**src/rtl/ifs_pkg.sv**
```systemverilog
package ifs_pkg;

   // Source feeding the decode-facing output
   typedef enum logic [1:0] {
      IFS_SRC_NONE  = 2'd0,
      IFS_SRC_LIVE  = 2'd1,
      IFS_SRC_STASH = 2'd2
   } ifs_src_e;

   // Fetch address stage operating mode
   typedef enum logic [1:0] {
      IFS_RUN  = 2'd0,
      IFS_HALT = 2'd1,
      IFS_STEP = 2'd2
   } ifs_mode_e;

endpackage

```
**src/rtl/ifs_addr_stage.sv**
```systemverilog
module ifs_addr_stage
   import ifs_pkg::*;
#(
   parameter int unsigned          ADDR_W    = 32,
   parameter int unsigned          INSN_W    = 32,
   parameter logic [ADDR_W-1:0]    RESET_VEC = 'h1000
) (
   input  logic              clk,
   input  logic              rst_n,
   input  logic              redirect_valid,
   input  logic [ADDR_W-1:0] redirect_target,
   input  logic              dec_stall,
   input  logic              dbg_stop,
   input  logic              dbg_step,
   output logic [ADDR_W-1:0] nia,
   output logic              issue
);

   localparam int unsigned       STEP_BYTES = INSN_W / 8;
   localparam logic [ADDR_W-1:0] STEP_INC   = ADDR_W'(STEP_BYTES);
   localparam logic [ADDR_W-1:0] LOW_MASK   = STEP_INC - 1'b1;

   logic [ADDR_W-1:0] nia_q;
   logic [ADDR_W-1:0] nia_d;
   logic              step_credit;
   logic              credit_d;
   logic              advance;
   ifs_mode_e         mode;

   always_comb begin
      if (!dbg_stop)        mode = IFS_RUN;
      else if (step_credit) mode = IFS_STEP;
      else                  mode = IFS_HALT;
   end

   // A read only counts when the address moves past it
   assign advance = (mode != IFS_HALT) && !dec_stall && !redirect_valid;
   assign issue   = advance;

   always_comb begin
      if (redirect_valid)  nia_d = redirect_target & ~LOW_MASK;
      else if (advance)    nia_d = nia_q + STEP_INC;
      else                 nia_d = nia_q;
   end

   // Credit survives stalls and redirects, is spent by one advance
   assign credit_d = dbg_stop && ((step_credit && !advance) || dbg_step);

   always_ff @(posedge clk or negedge rst_n) begin
      if (!rst_n) begin
         nia_q       <= RESET_VEC;
         step_credit <= 1'b0;
      end else begin
         nia_q       <= nia_d;
         step_credit <= credit_d;
      end
   end

   assign nia = nia_q;

   AST_STOP_FREEZE: assert property (@(posedge clk) disable iff (!rst_n)
      (dbg_stop && !step_credit && !dbg_step && !redirect_valid) |=> $stable(nia_q));

   AST_STEP_SPENT: assert property (@(posedge clk) disable iff (!rst_n)
      (dbg_stop && step_credit && !dec_stall && !redirect_valid && !dbg_step)
         |=> (!step_credit && nia_q == $past(nia_q) + STEP_INC));

endmodule

```
**src/rtl/ifs_read_track.sv**
```systemverilog
module ifs_read_track #(
   parameter int unsigned ADDR_W = 32
) (
   input  logic              clk,
   input  logic              rst_n,
   input  logic              issue,
   input  logic [ADDR_W-1:0] nia,
   output logic              rd_v,
   output logic [ADDR_W-1:0] rd_addr
);

   // Mirrors the memory's one-cycle read: tags the word now arriving
   always_ff @(posedge clk or negedge rst_n) begin
      if (!rst_n) begin
         rd_v    <= 1'b0;
         rd_addr <= '0;
      end else begin
         rd_v    <= issue;
         rd_addr <= nia;
      end
   end

endmodule

```
**src/rtl/ifs_stash_stage.sv**
```systemverilog
module ifs_stash_stage
   import ifs_pkg::*;
#(
   parameter int unsigned ADDR_W = 32,
   parameter int unsigned INSN_W = 32
) (
   input  logic              clk,
   input  logic              rst_n,
   input  logic              redirect_valid,
   input  logic              dec_stall,
   input  logic              rd_v,
   input  logic [ADDR_W-1:0] rd_addr,
   input  logic [INSN_W-1:0] rd_insn,
   output logic              out_valid,
   output logic [ADDR_W-1:0] out_addr,
   output logic [INSN_W-1:0] out_insn
);

   localparam logic [ADDR_W-1:0] STEP_INC = ADDR_W'(INSN_W / 8);

   logic              stash_v_q;
   logic [ADDR_W-1:0] stash_addr_q;
   logic [INSN_W-1:0] stash_insn_q;
   logic              load_stash;
   ifs_src_e          src;

   always_comb begin
      if (stash_v_q)  src = IFS_SRC_STASH;
      else if (rd_v)  src = IFS_SRC_LIVE;
      else            src = IFS_SRC_NONE;
   end

   always_comb begin
      unique case (src)
         IFS_SRC_STASH: begin
            out_addr = stash_addr_q;
            out_insn = stash_insn_q;
         end
         default: begin
            out_addr = rd_addr;
            out_insn = rd_insn;
         end
      endcase
   end

   assign out_valid  = (src != IFS_SRC_NONE) && !redirect_valid;
   assign load_stash = (src == IFS_SRC_LIVE) && dec_stall && !redirect_valid;

   always_ff @(posedge clk or negedge rst_n) begin
      if (!rst_n) begin
         stash_v_q <= 1'b0;
      end else if (redirect_valid) begin
         stash_v_q <= 1'b0;
      end else if (stash_v_q) begin
         stash_v_q <= dec_stall;
      end else begin
         stash_v_q <= load_stash;
      end
   end

   always_ff @(posedge clk or negedge rst_n) begin
      if (!rst_n) begin
         stash_addr_q <= '0;
         stash_insn_q <= '0;
      end else if (load_stash) begin
         stash_addr_q <= rd_addr;
         stash_insn_q <= rd_insn;
      end
   end

   AST_STASH_UNDER_STALL: assert property (@(posedge clk) disable iff (!rst_n)
      $rose(stash_v_q) |-> $past(dec_stall));

   AST_ONE_SOURCE: assert property (@(posedge clk) disable iff (!rst_n)
      !(stash_v_q && rd_v));

   AST_STALL_HOLD: assert property (@(posedge clk) disable iff (!rst_n)
      (out_valid && dec_stall && !redirect_valid)
         |=> (redirect_valid || (out_valid && $stable(out_addr) && $stable(out_insn))));

   AST_SEQ_NEXT: assert property (@(posedge clk) disable iff (!rst_n)
      (out_valid && !dec_stall)
         |=> (!out_valid || out_addr == $past(out_addr) + STEP_INC));

   AST_REDIRECT_KILL: assert property (@(posedge clk) disable iff (!rst_n)
      redirect_valid |=> !out_valid);

endmodule

```
**src/rtl/ifs_front.sv**
```systemverilog
module ifs_front #(
   parameter int unsigned       ADDR_W    = 32,
   parameter int unsigned       INSN_W    = 32,
   parameter logic [ADDR_W-1:0] RESET_VEC = 'h1000
) (
   input  logic              clk,
   input  logic              rst_n,
   input  logic              redirect_valid,
   input  logic [ADDR_W-1:0] redirect_target,
   input  logic              dec_stall,
   input  logic              dbg_stop,
   input  logic              dbg_step,
   output logic [ADDR_W-1:0] imem_addr,
   input  logic [INSN_W-1:0] imem_rdata,
   output logic              out_valid,
   output logic [INSN_W-1:0] out_insn,
   output logic [ADDR_W-1:0] out_addr
);

   localparam int unsigned       STEP_BYTES = INSN_W / 8;
   localparam logic [ADDR_W-1:0] LOW_MASK   = ADDR_W'(STEP_BYTES - 1);

   initial begin
      if ((INSN_W % 8) != 0 || INSN_W < 8)
         $error("ifs_front: INSN_W must be a whole number of bytes");
      if ((STEP_BYTES & (STEP_BYTES - 1)) != 0)
         $error("ifs_front: INSN_W must be a power-of-two byte count");
      if (ADDR_W < 8)
         $error("ifs_front: ADDR_W too narrow");
      if ((RESET_VEC & LOW_MASK) != '0)
         $error("ifs_front: RESET_VEC must be instruction aligned");
   end

   logic [ADDR_W-1:0] nia;
   logic              issue;
   logic              rd_v;
   logic [ADDR_W-1:0] rd_addr;

   ifs_addr_stage #(
      .ADDR_W    (ADDR_W),
      .INSN_W    (INSN_W),
      .RESET_VEC (RESET_VEC)
   ) u_addr (
      .clk             (clk),
      .rst_n           (rst_n),
      .redirect_valid  (redirect_valid),
      .redirect_target (redirect_target),
      .dec_stall       (dec_stall),
      .dbg_stop        (dbg_stop),
      .dbg_step        (dbg_step),
      .nia             (nia),
      .issue           (issue)
   );

   // Memory address straight from the fetch address register
   assign imem_addr = nia;

   ifs_read_track #(
      .ADDR_W (ADDR_W)
   ) u_track (
      .clk     (clk),
      .rst_n   (rst_n),
      .issue   (issue),
      .nia     (nia),
      .rd_v    (rd_v),
      .rd_addr (rd_addr)
   );

   ifs_stash_stage #(
      .ADDR_W (ADDR_W),
      .INSN_W (INSN_W)
   ) u_stash (
      .clk            (clk),
      .rst_n          (rst_n),
      .redirect_valid (redirect_valid),
      .dec_stall      (dec_stall),
      .rd_v           (rd_v),
      .rd_addr        (rd_addr),
      .rd_insn        (imem_rdata),
      .out_valid      (out_valid),
      .out_addr       (out_addr),
      .out_insn       (out_insn)
   );

   AST_RESET_ENTRY: assert property (@(posedge clk) disable iff (!rst_n)
      ($past(!rst_n) && rst_n) |-> !out_valid);

endmodule

```
**config.mk**
```make
export PLATFORM = sky130hd
export DESIGN_NAME = ifs_front
export DESIGN_NICKNAME = d
export VERILOG_FILES = /design/src/rtl/ifs_pkg.sv /design/src/rtl/ifs_addr_stage.sv /design/src/rtl/ifs_read_track.sv /design/src/rtl/ifs_stash_stage.sv /design/src/rtl/ifs_front.sv
export SDC_FILE = /design/constraint.sdc
export NUM_CORES = 1
export LEC_CHECK = 0
export ABC_AREA = 1
export ABC_CLOCK_PERIOD_IN_PS = 3200
export BUFFER_PORTS_ARGS = -buffer_cell sky130_fd_sc_hd__buf_2
export CORE_ASPECT_RATIO = 1.2
export CORE_MARGIN = 5
export CORE_UTILIZATION = 57
export DETAILED_ROUTE_END_ITERATION = 7
export GPL_TIMING_DRIVEN = 0
export PLACE_DENSITY = 0.95
export SLEW_MARGIN = 20
export SYNTH_ARGS = -nofsm -noshare
export SYNTH_HDL_FRONTEND = slang
export SYNTH_SLANG_ARGS = --single-unit
```
**constraint.sdc**
```tcl
create_clock -name clk -period 3.2 [get_ports clk]
set_input_delay 0.16 -clock clk [delete_from_list [all_inputs] [get_ports clk]]
set_output_delay 0.16 -clock clk [all_outputs]
set_load 0.03 [all_outputs]
```
## After elaboration in Yosys (flattened, before gate mapping)

Index checks and enable logic that the tools add are counted.

- Add/subtract/negate cells: 1
- $mul: 0
- Divide/modulo/power cells: 0
- Magnitude comparators: 0
- Equality and inequality tests: 3
- Shift operators: 0
- Mux-type cells: 10
- Bitwise operators: 0
- Reduce and logical (&&, ||, !) cells: 13

Operator list:

| cell | count |
|---|---|
| $mux W32 | 4 |
| $add A32 B3 Y32 const B | 1 |
| $logic_and A1 B1 Y1 | 7 |
| $mux W2 | 3 |
| $reduce_bool A2 Y1 | 2 |
| $logic_not A1 Y1 | 3 |
| $mux W1 | 3 |
| $eq A2 B1 Y1 const B | 1 |
| $eq A2 B2 Y1 const B | 1 |
| $ne A2 B1 Y1 const B | 1 |
| $logic_or A1 B1 Y1 | 1 |

- Register bits: 131
- Bits in latches: 0
- RAM bits: 0
- Memory bits (read-only): 0
- Input port bits: 70
- Output and inout port bits: 97
- Word-level logic and storage cells: 34
- Memories: 0

## Longest topological paths before layout

Gate-level depths: netlist of run 1.

- Depth in word-level cells: 9
- Gate-level depth with buffers: 10
- Mapped depth without buffers: 10

## By module

Synthesis of run 1 repeated with hierarchy kept, for this count alone.

- Cell total of the unflattened synthesis: 911
- Area, all modules: 6508.7 um^2

By module, submodules not included:

| module | instances | cells an instance | area an instance (um^2) | sequential area each (um^2) |
|---|---|---|---|---|
| ifs_stash_stage | 1 | 490 | 3360.7 | 1626.6 |
| ifs_addr_stage | 1 | 388 | 2322.2 | 777.0 |
| ifs_read_track | 1 | 33 | 825.8 | 825.8 |

## Least setup slack after synthesis of run 1

OpenSTA, ideal clock, no wires.

- Path type: flip-flop to flip-flop
- From: register u_addr.nia_q[2] (netlist: u_addr.nia[2])
- To: register u_addr.nia_q[28] (netlist: u_addr.nia[28])
- Library setup time: 124 ps
- Arrival: 1512 ps
- Required time: 3076 ps
- Path slack: 1564 ps
- Stages on the path, launching flop included: 11
- Buffers on the path: 0
- Clock period less this slack: 1636 ps
- Path through: dfrtp_1 ha_1 nand2_2 nor2_4 nand2_4 nor2_4 nand2_1 nand2_1 nand2_1 nand2_1 nand3_1

- Cells in the longest elaborated chain, start to end: 3

Ends and longest elaborated chain:

| element | RTL line | text |
|---|---|---|
| start, declared | ifs_addr_stage.sv:23 | `logic [ADDR_W-1:0] nia_q;` |
| start signal, assigned | ifs_addr_stage.sv:54 | `nia_q <= nia_d;` |
| $add A32 B3 Y32 | ifs_addr_stage.sv:42 | `else if (advance) nia_d = nia_q + STEP_INC;` |
| $mux W32 | ifs_addr_stage.sv:42 |  |
| $mux W32 | ifs_addr_stage.sv:41 | `if (redirect_valid) nia_d = redirect_target & ~LOW_MASK;` |

Every way passes these cells. The select of a mux whose other input is x is not followed.
A chain may end at the register's enable or synchronous reset.

## Final worst setup path of run 1

- From: register u_stash.stash_v_q
- To: output out_addr[17]

- Cells in the longest elaborated chain, start to end: 3

Ends and longest elaborated chain:

| element | RTL line | text |
|---|---|---|
| start, declared | ifs_stash_stage.sv:21 | `logic stash_v_q;` |
| start signal, assigned | ifs_stash_stage.sv:55 | `stash_v_q <= dec_stall;` |
| start signal, assigned | ifs_stash_stage.sv:57 | `stash_v_q <= load_stash;` |
| $mux W2 | ifs_stash_stage.sv:28 | `if (stash_v_q) src = IFS_SRC_STASH;` |
| $eq A2 B2 Y1 | ifs_stash_stage.sv:34 | `unique case (src)` |
| $mux W32 | ifs_stash_stage.sv:34 |  |
| end, declared | ifs_front.sv:17 | `output logic [ADDR_W-1:0] out_addr` |

Every way passes these cells.

==> flow_metrics.tcl, run 1 <==
set metrics [dict create \
    worstHoldPathType "in2reg" \
    core-area_um2 10500 \
    seq_area_frac_synth_pct 51.0 \
    grt_remaining_overflow 0 \
    end_kind "primary output" \
    power_frac_seq_pct 41.9 \
    relSlewSlack_pct 64.5 \
    cp.required_ns 3.04 \
    slew_violations 0 \
    rows 41 \
    htreeDepth 4 \
    grt_start_max_net_pins 76 \
    cts-buffers-inserted 17 \
    rsz0062_at_grt "false" \
    synthTopCellsByCount "nand2_1, o21ai_0, dfrtp_1, inv_1, nor2_1" \
    cts_tree "done" \
    wl_mm 17.4 \
    nNetsFinal 1060 \
    gr-max-usage-layer "met2" \
    finalHoldViolCount 0 \
    hpwl_mm 12.2 \
    timing.rr.start "u_addr.nia[2]" \
    stdcell_area_um2 7920 \
    p_int_uw 3340 \
    rrSetupSlack_ns 1.33 \
    initial_core_util_pct 58.4 \
    netlist.area_leader.share_pct 50.6 \
    diodes 0 \
    dpl_worst_slack_ns 1.44 \
    clkTransAtPathRegs_ns 0.06 \
    drv_cap 0 \
    drt_pass1_iterations 6 \
    nFillCells 767 \
    grt.total_usage_pct 26.9 \
    wl_per_cell_um 15.4 \
    p_comb_share_pct 19.2 \
    synth.area.top_cells "dfrtp_1, nand2_1, o21ai_0, inv_1, nand3_1" \
    synth.distinct_cells 32 \
    rr_endpoint "u_addr.nia[16]" \
    clock_sinks 125 \
    drt-initial-drc-count 430 \
    async_flop_share_pct 100 \
    status "finished clean" \
    synth_most_common_cell "nand2_1" \
    ant_nets 0 \
    syn_area_um2 6140 \
    post_drt_via_cell_ratio 5.28 \
    dr_total_vias 5968 \
    dpl_cell_area_um2 7140 \
    pin_count 167 \
    power.share.clock_pct 38.9 \
    synth_warnings 0 \
    synth_seq_cells 125 \
    fin_crit_ns 2.25 \
    fin_ws_ns 0.946 \
    switching_power_uw 1550 \
    insertion_delay_ns 0.41 \
    grt_pass1_vias 5849 \
    post_cts_buffers 0 \
    antenna_found_initial 0 \
    cts_max_path_buffers 2 \
    worst_pin_slew_ns 0.530 \
    fin_util_pct 75.3 \
    dieArea_um2 13000 \
    tns_ns 0 \
    use_met2_pct 44.6 \
    die_h_um 124 \
    critPathArrivalTime_ns 2.09 \
    finalClockSkew_ns 0.00742 \
    netlist.top_cell.by_area "dfrtp_1" \
    powerDensity_nw_per_um2 618 \
    worstRegToRegCells 7 \
    met1_usage_pct 32.0 \
    synth-main-ff-cell "dfrtp_1" \
    final-instance-count-excl-fill 1131 \
    synth_edf_count 0 \
    drc 0 \
    switching_share_pct 31.6 \
    avgSynthCellArea_um2 7.79 \
    ir_drop_uv 357 \
    postSynthCellCount 788 \
    crit_end "out_addr[17]" \
    worstSetupPathType "reg2out" \
    grtUsageMet3_pct 6.69 \
    startpoint "u_stash.stash_v_q" \
    leakage_uw 0.00405 \
    setup_viol 0 \
    area_growth_pct 29.0 \
    portBuffers 160 \
    cp_max_fo 10 \
    grt_pass1_wl_mm 27.9 \
    dpl.cell_count 1081 \
    fmax_mhz 444 \
    critPathLaunchType "register" \
    fin_crit_sh_pct 70.4 \
    cts_resized 0 \
    clock-root-buffer "clkbuf_16" \
    die_w_um 105 \
    drive_gt1_share_pct 24.8 \
    gp_congestion 0.934 \
]
[per-stage QoR]
| stage | hold WS, ns | total power, uW |
|---|---|---|
| 2_1_floorplan | -0.136 | 2650 |
| 3_3_place_gp | 0.377 | 2930 |
| 3_5_place_dp | 0.130 | 2970 |
| 4_1_cts | 0.000489 | 4890 |
| 5_1_grt | 0.000548 | 5100 |
| 6_report | 0.00691 | 4890 |
[cell families after synthesis]
family / share of synthesized area, %
simple gates: 26.0
buf+inv: 8.99
other cells: 0.0611
fa+ha+maj: 0.204
flops: 51.0
compound gates: 12.2
xor+xnor: 1.57
[per-layer routing]
layer	part of all wire (%)	vias up
li1	-	2867
met3	8.2	75
met2	49	315
met5	0	-
met1	38	2711
met4	5.0	0
[layout make-up]
type | instances | area [um2] | area share (%)
flip-flops and latches | 125 | 3130 | 39.5
multi-input cells | 535 | 2470 | 31.2
repair buffers | 179 | 1010 | 12.8
clock buffers | 19 | 453 | 5.72
inverters | 93 | 349 | 4.41
plain buffers | 38 | 203 | 2.56
well taps | 129 | 161 | 2.04
clock inverters | 13 | 141 | 1.79
[cell usage in the layout (no fill, tap or decap), types with 2 or more instances in the layout]
master and instances:
dfrtp_1 124, nor3_2 2, bufinv_16 2, buf_6 4, nor2_4 7, nand4_1 2, dlygate4sd3_1 18, conb_1 4
nand2_2 5, buf_4 6, nand2_4 2, clkbuf_16 17, a21oi_1 7, inv_2 4, nand3_1 38, nor2_1 40
o211ai_1 3, nor2_2 11, buf_2 171, clkinv_2 3, clkinvlp_4 3, clkinv_4 4, nand2_1 263, clkbuf_8 2
clkbuf_1 17, inv_1 89, xnor2_1 2, o21ai_0 131, xor2_1 9
[power groups by stage]
stage               sequential [uW]  clock (uW)  combinational (uW)
floorplan                      2100           0                 546
global placement               2050           0                 878
detailed placement             2060           0                 912
CTS                            2040        1910                 937
global route                   2080        1980                1030
finish                         2050        1900                 937
[worst min path at each step]
stage | start | to | depth (start not counted) | slack, ns
6_report | redirect_target[7] | u_addr.nia[7] | 3 | 0.007
5_1_grt | dbg_stop | u_addr.step_credit | 3 | 0.0005
4_1_cts | dbg_step | u_addr.step_credit | 3 | 0.0005
3_5_place_dp | rst_n | u_stash.stash_insn_q[23] | 1 | 0.13
3_3_place_gp | redirect_target[11] | u_addr.nia[11] | 3 | 0.38
2_1_floorplan | rst_n | u_addr.nia[10] | 0 | -0.14
[critical path: stages, from the launching register on]
cell	delay, ns
dfrtp_1	0.32
buf_2	0.20
clkbuf_1	0.37
buf_2	0.30
nand2_1	0.07
o21ai_0	0.15
buf_2	0.27
[repair_timing]
| action | in CTS | in global routing |
|---|---|---|
| endpoints found under the setup margin | 0 | 0 |
| hold buffers | 18 | 0 |
| hold endpoints to repair | 66 | 0 |
[registers in the layout, indices dropped and copies added (netlist names)]
signal,flops
u_track.rd_v,1
u_stash.stash_insn_q,32
u_addr.step_credit,1
u_stash.stash_v_q,1
u_stash.stash_addr_q,30
u_addr.nia,30
u_track.rd_addr,30
Note: power is estimated with default switching activity, not from simulation.
==> run 2: changes to the inputs <==
--- a/config.mk
+++ b/config.mk
@@ -6,14 +6,14 @@
 export NUM_CORES = 1
 export LEC_CHECK = 0
 export ABC_AREA = 1
-export ABC_CLOCK_PERIOD_IN_PS = 3200
+export ABC_CLOCK_PERIOD_IN_PS = 1850
 export BUFFER_PORTS_ARGS = -buffer_cell sky130_fd_sc_hd__buf_2
 export CORE_ASPECT_RATIO = 1.2
 export CORE_MARGIN = 5
-export CORE_UTILIZATION = 57
+export CORE_UTILIZATION = 48
 export DETAILED_ROUTE_END_ITERATION = 7
 export GPL_TIMING_DRIVEN = 0
-export PLACE_DENSITY = 0.95
+export PLACE_DENSITY = 0.87
 export SLEW_MARGIN = 20
 export SYNTH_ARGS = -nofsm -noshare
 export SYNTH_HDL_FRONTEND = slang
==> constraint.sdc (replaced) <==
create_clock -name clk -period 1.85 [get_ports clk]
set_input_delay 0.0925 -clock clk [delete_from_list [all_inputs] [get_ports clk]]
set_output_delay 0.0925 -clock clk [all_outputs]
set_load 0.03 [all_outputs]
==> run 2 against run 1 <==
Against the previous run:
- sequential share of layout area fell by 2.8 points
- first-iteration DRC count rose by 32%
- die area rose by 17%
- register-to-register slack got worse by 1.2 ns
- utilization fell by 7.7 points
- total power rose by 82%
- via count rose by 3.4%
- sequential power rose by 73%
- clock skew fell by 0.00053 ns
- flip-flop and latch count did not move
- largest cell class unchanged
- clock power rose by 93%
==> flow_metrics.tcl, run 2 (same netlist as run 1, synthesis figures left out) <==
set metrics [dict create \
    area_growth_pct 38.9 \
    dr_total_vias 6172 \
    nNetsFinal 1104 \
    rrSetupSlack_ns 0.09 \
    grt_pass1_vias 6001 \
    power.share.clock_pct 41.0 \
    switching_share_pct 30.0 \
    wl_per_cell_um 15.4 \
    relSlewSlack_pct 62.8 \
    powerDensity_nw_per_um2 1050 \
    rsz0062_at_grt "true" \
    timing.rr.start "u_addr.step_credit" \
    drv_cap 0 \
    final_cell_mix "nand2_1, buf_2, o21ai_0, dfrtp_1, inv_1" \
    diodes 0 \
    grt_remaining_overflow 0 \
    crit_chain "buf_4 > clkbuf_8 > clkbuf_4 > nand2_1 > o21ai_0 > buf_4" \
    p_comb_share_pct 19.2 \
    slew_violations 0 \
    drt_pass1_iterations 5 \
    insertion_delay_ns 0.41 \
    pin_count 167 \
    cp_max_fo 10 \
    multi_input_area_um2 2480 \
    grt.total_usage_pct 24.2 \
    fin_crit_sh_pct 97.6 \
    startpoint "u_stash.stash_v_q" \
    critPathArrivalTime_ns 1.71 \
    cts-buffers-inserted 17 \
    worstSetupPathType "reg2out" \
    crit_end "out_insn[12]" \
    drt-initial-drc-count 566 \
    dieArea_um2 15200 \
    cp_common_cell "buf_4" \
    drc 0 \
    fin_ws_ns 0.0441 \
    fin_worst_hold_slack_ns 0.0203 \
    crit_path_top_delay_cell "dfrtp_1" \
    ff_latch_area_um2 3130 \
    largest_register_ffs 32 \
    ant_nets 0 \
    ir_drop_uv 481 \
    status "finished clean" \
    power_frac_seq_pct 39.8 \
    hpwl_mm 12.7 \
    critPathLaunchType "register" \
    switching_power_uw 2680 \
    worst_pin_slew_ns 0.558 \
    stdcell_area_um2 8530 \
    fmax_mhz 554 \
    end_kind "primary output" \
    grt_start_max_net_pins 69 \
    htreeDepth 4 \
    clkTransAtPathRegs_ns 0.06 \
    antenna_found_initial 0 \
    cts_max_path_buffers 2 \
    die_w_um 113 \
    holdPathStages 5 \
    cts_tree "done" \
    p_int_uw 6240 \
    critPathTopFamily "buffers and inverters" \
    final_common_cell "nand2_1" \
    initial_core_util_pct 48.7 \
    post_drt_via_cell_ratio 5.10 \
    cp_num_buf_inv 4 \
    portBuffers 160 \
    finalHoldViolCount 0 \
    crit_cells 6 \
    leakage_uw 0.00430 \
    fin_crit_ns 1.81 \
    worstRegToRegCells 6 \
    core-area_um2 12600 \
    clock-root-buffer "clkbuf_16" \
    largest-register "u_stash.stash_insn_q" \
    setup_viol 0 \
    drive_gt1_share_pct 24.4 \
    cp.required_ns 1.76 \
    wl_mm 18.6 \
    rr_endpoint "u_addr.step_credit" \
    finalClockSkew_ns 0.00690 \
    rows 45 \
    slowest_delay_ns 0.36 \
    gp_congestion 0.920 \
    grt_pass1_wl_mm 29.2 \
    nFillCells 958 \
    dpl_worst_slack_ns 0.0741 \
    worstHoldPathType "in2reg" \
    dpl_cell_area_um2 7190 \
    die_h_um 134 \
    clock_sinks 125 \
]
==> run 2: worst min path at each step <==
| stage | start | to | slack (ns) |
|---|---|---|---|
| CTS | redirect_target[31] | u_addr.nia[31] | 0.001 |
| finish | redirect_target[31] | u_addr.nia[31] | 0.02 |
| global placement | dbg_step | u_addr.step_credit | 0.31 |
| detailed placement | rst_n | u_stash.stash_insn_q[24] | 0.1 |
| floorplan | rst_n | u_addr.nia[10] | -0.20 |
| global route | dec_stall | u_stash.stash_v_q | 0.05 |
==> run 2: layout make-up <==
cell class	instances	share of cell area, %
Buffer	38	2.74
Clock buffer	19	5.19
Clock inverter	13	2.51
Inverter	93	4.09
Multi-Input combinational cell	535	29.0
Sequential cell	125	36.7
Tap cell	164	2.41
Timing Repair Buffer	223	17.3
==> run 2: power by group through the flow <==
stage	Clock (uW)	Combinational, uW	Sequential (uW)
after floorplan	0	944	3630
after global placement	0	1520	3550
after detailed placement	0	1570	3570
after CTS	3690	1690	3530
after global routing	3800	1880	3600
final	3660	1710	3550
==> run 2: routing by layer <==
| layer | routed length, um | up-vias | GRT usage [%] |
|---|---|---|---|
| met2 | 9570 | 280 | 42.7 |
| met3 | 1270 | 47 | 4.83 |
| met1 | 7170 | 2888 | 28.6 |
| li1 | - | 2957 | - |
| met5 | 0 | - | 0 |
| met4 | 614 | 0 | 10.4 |
==> run 2: repair_timing <==
action	in CTS	in global routing
buffers inserted	0	0
hold endpoints to repair	116	0
resized for setup	12	30
hold buffers	62	0
setup endpoints to repair	53	64
==> run 2: metrics by stage <==
step / power (uW) / utilization [%] / cells / TNS (ns)
5_1_grt: 9290 / 67.6 / 1210 / -0.0688
3_3_place_gp: 5070 / 56.7 / 1115 / -106.12
3_5_place_dp: 5150 / 57.0 / 1116 / 0
6_report: 8920 / 67.6 / 1210 / 0
4_1_cts: 8910 / 67.3 / 1210 / -0.0798
2_1_floorplan: 4580 / - / 791 / 0
==> run 2: worst register-to-register path, delay by kind of cell, from the launching register on <==
kind | cells | cell delay (ns)
buffers and inverters | 1 | 0.55
AND/OR/NAND/NOR | 4 | 0.53
flip-flops | 1 | 0.35
AO/OA/AOI/OAI | 1 | 0.21
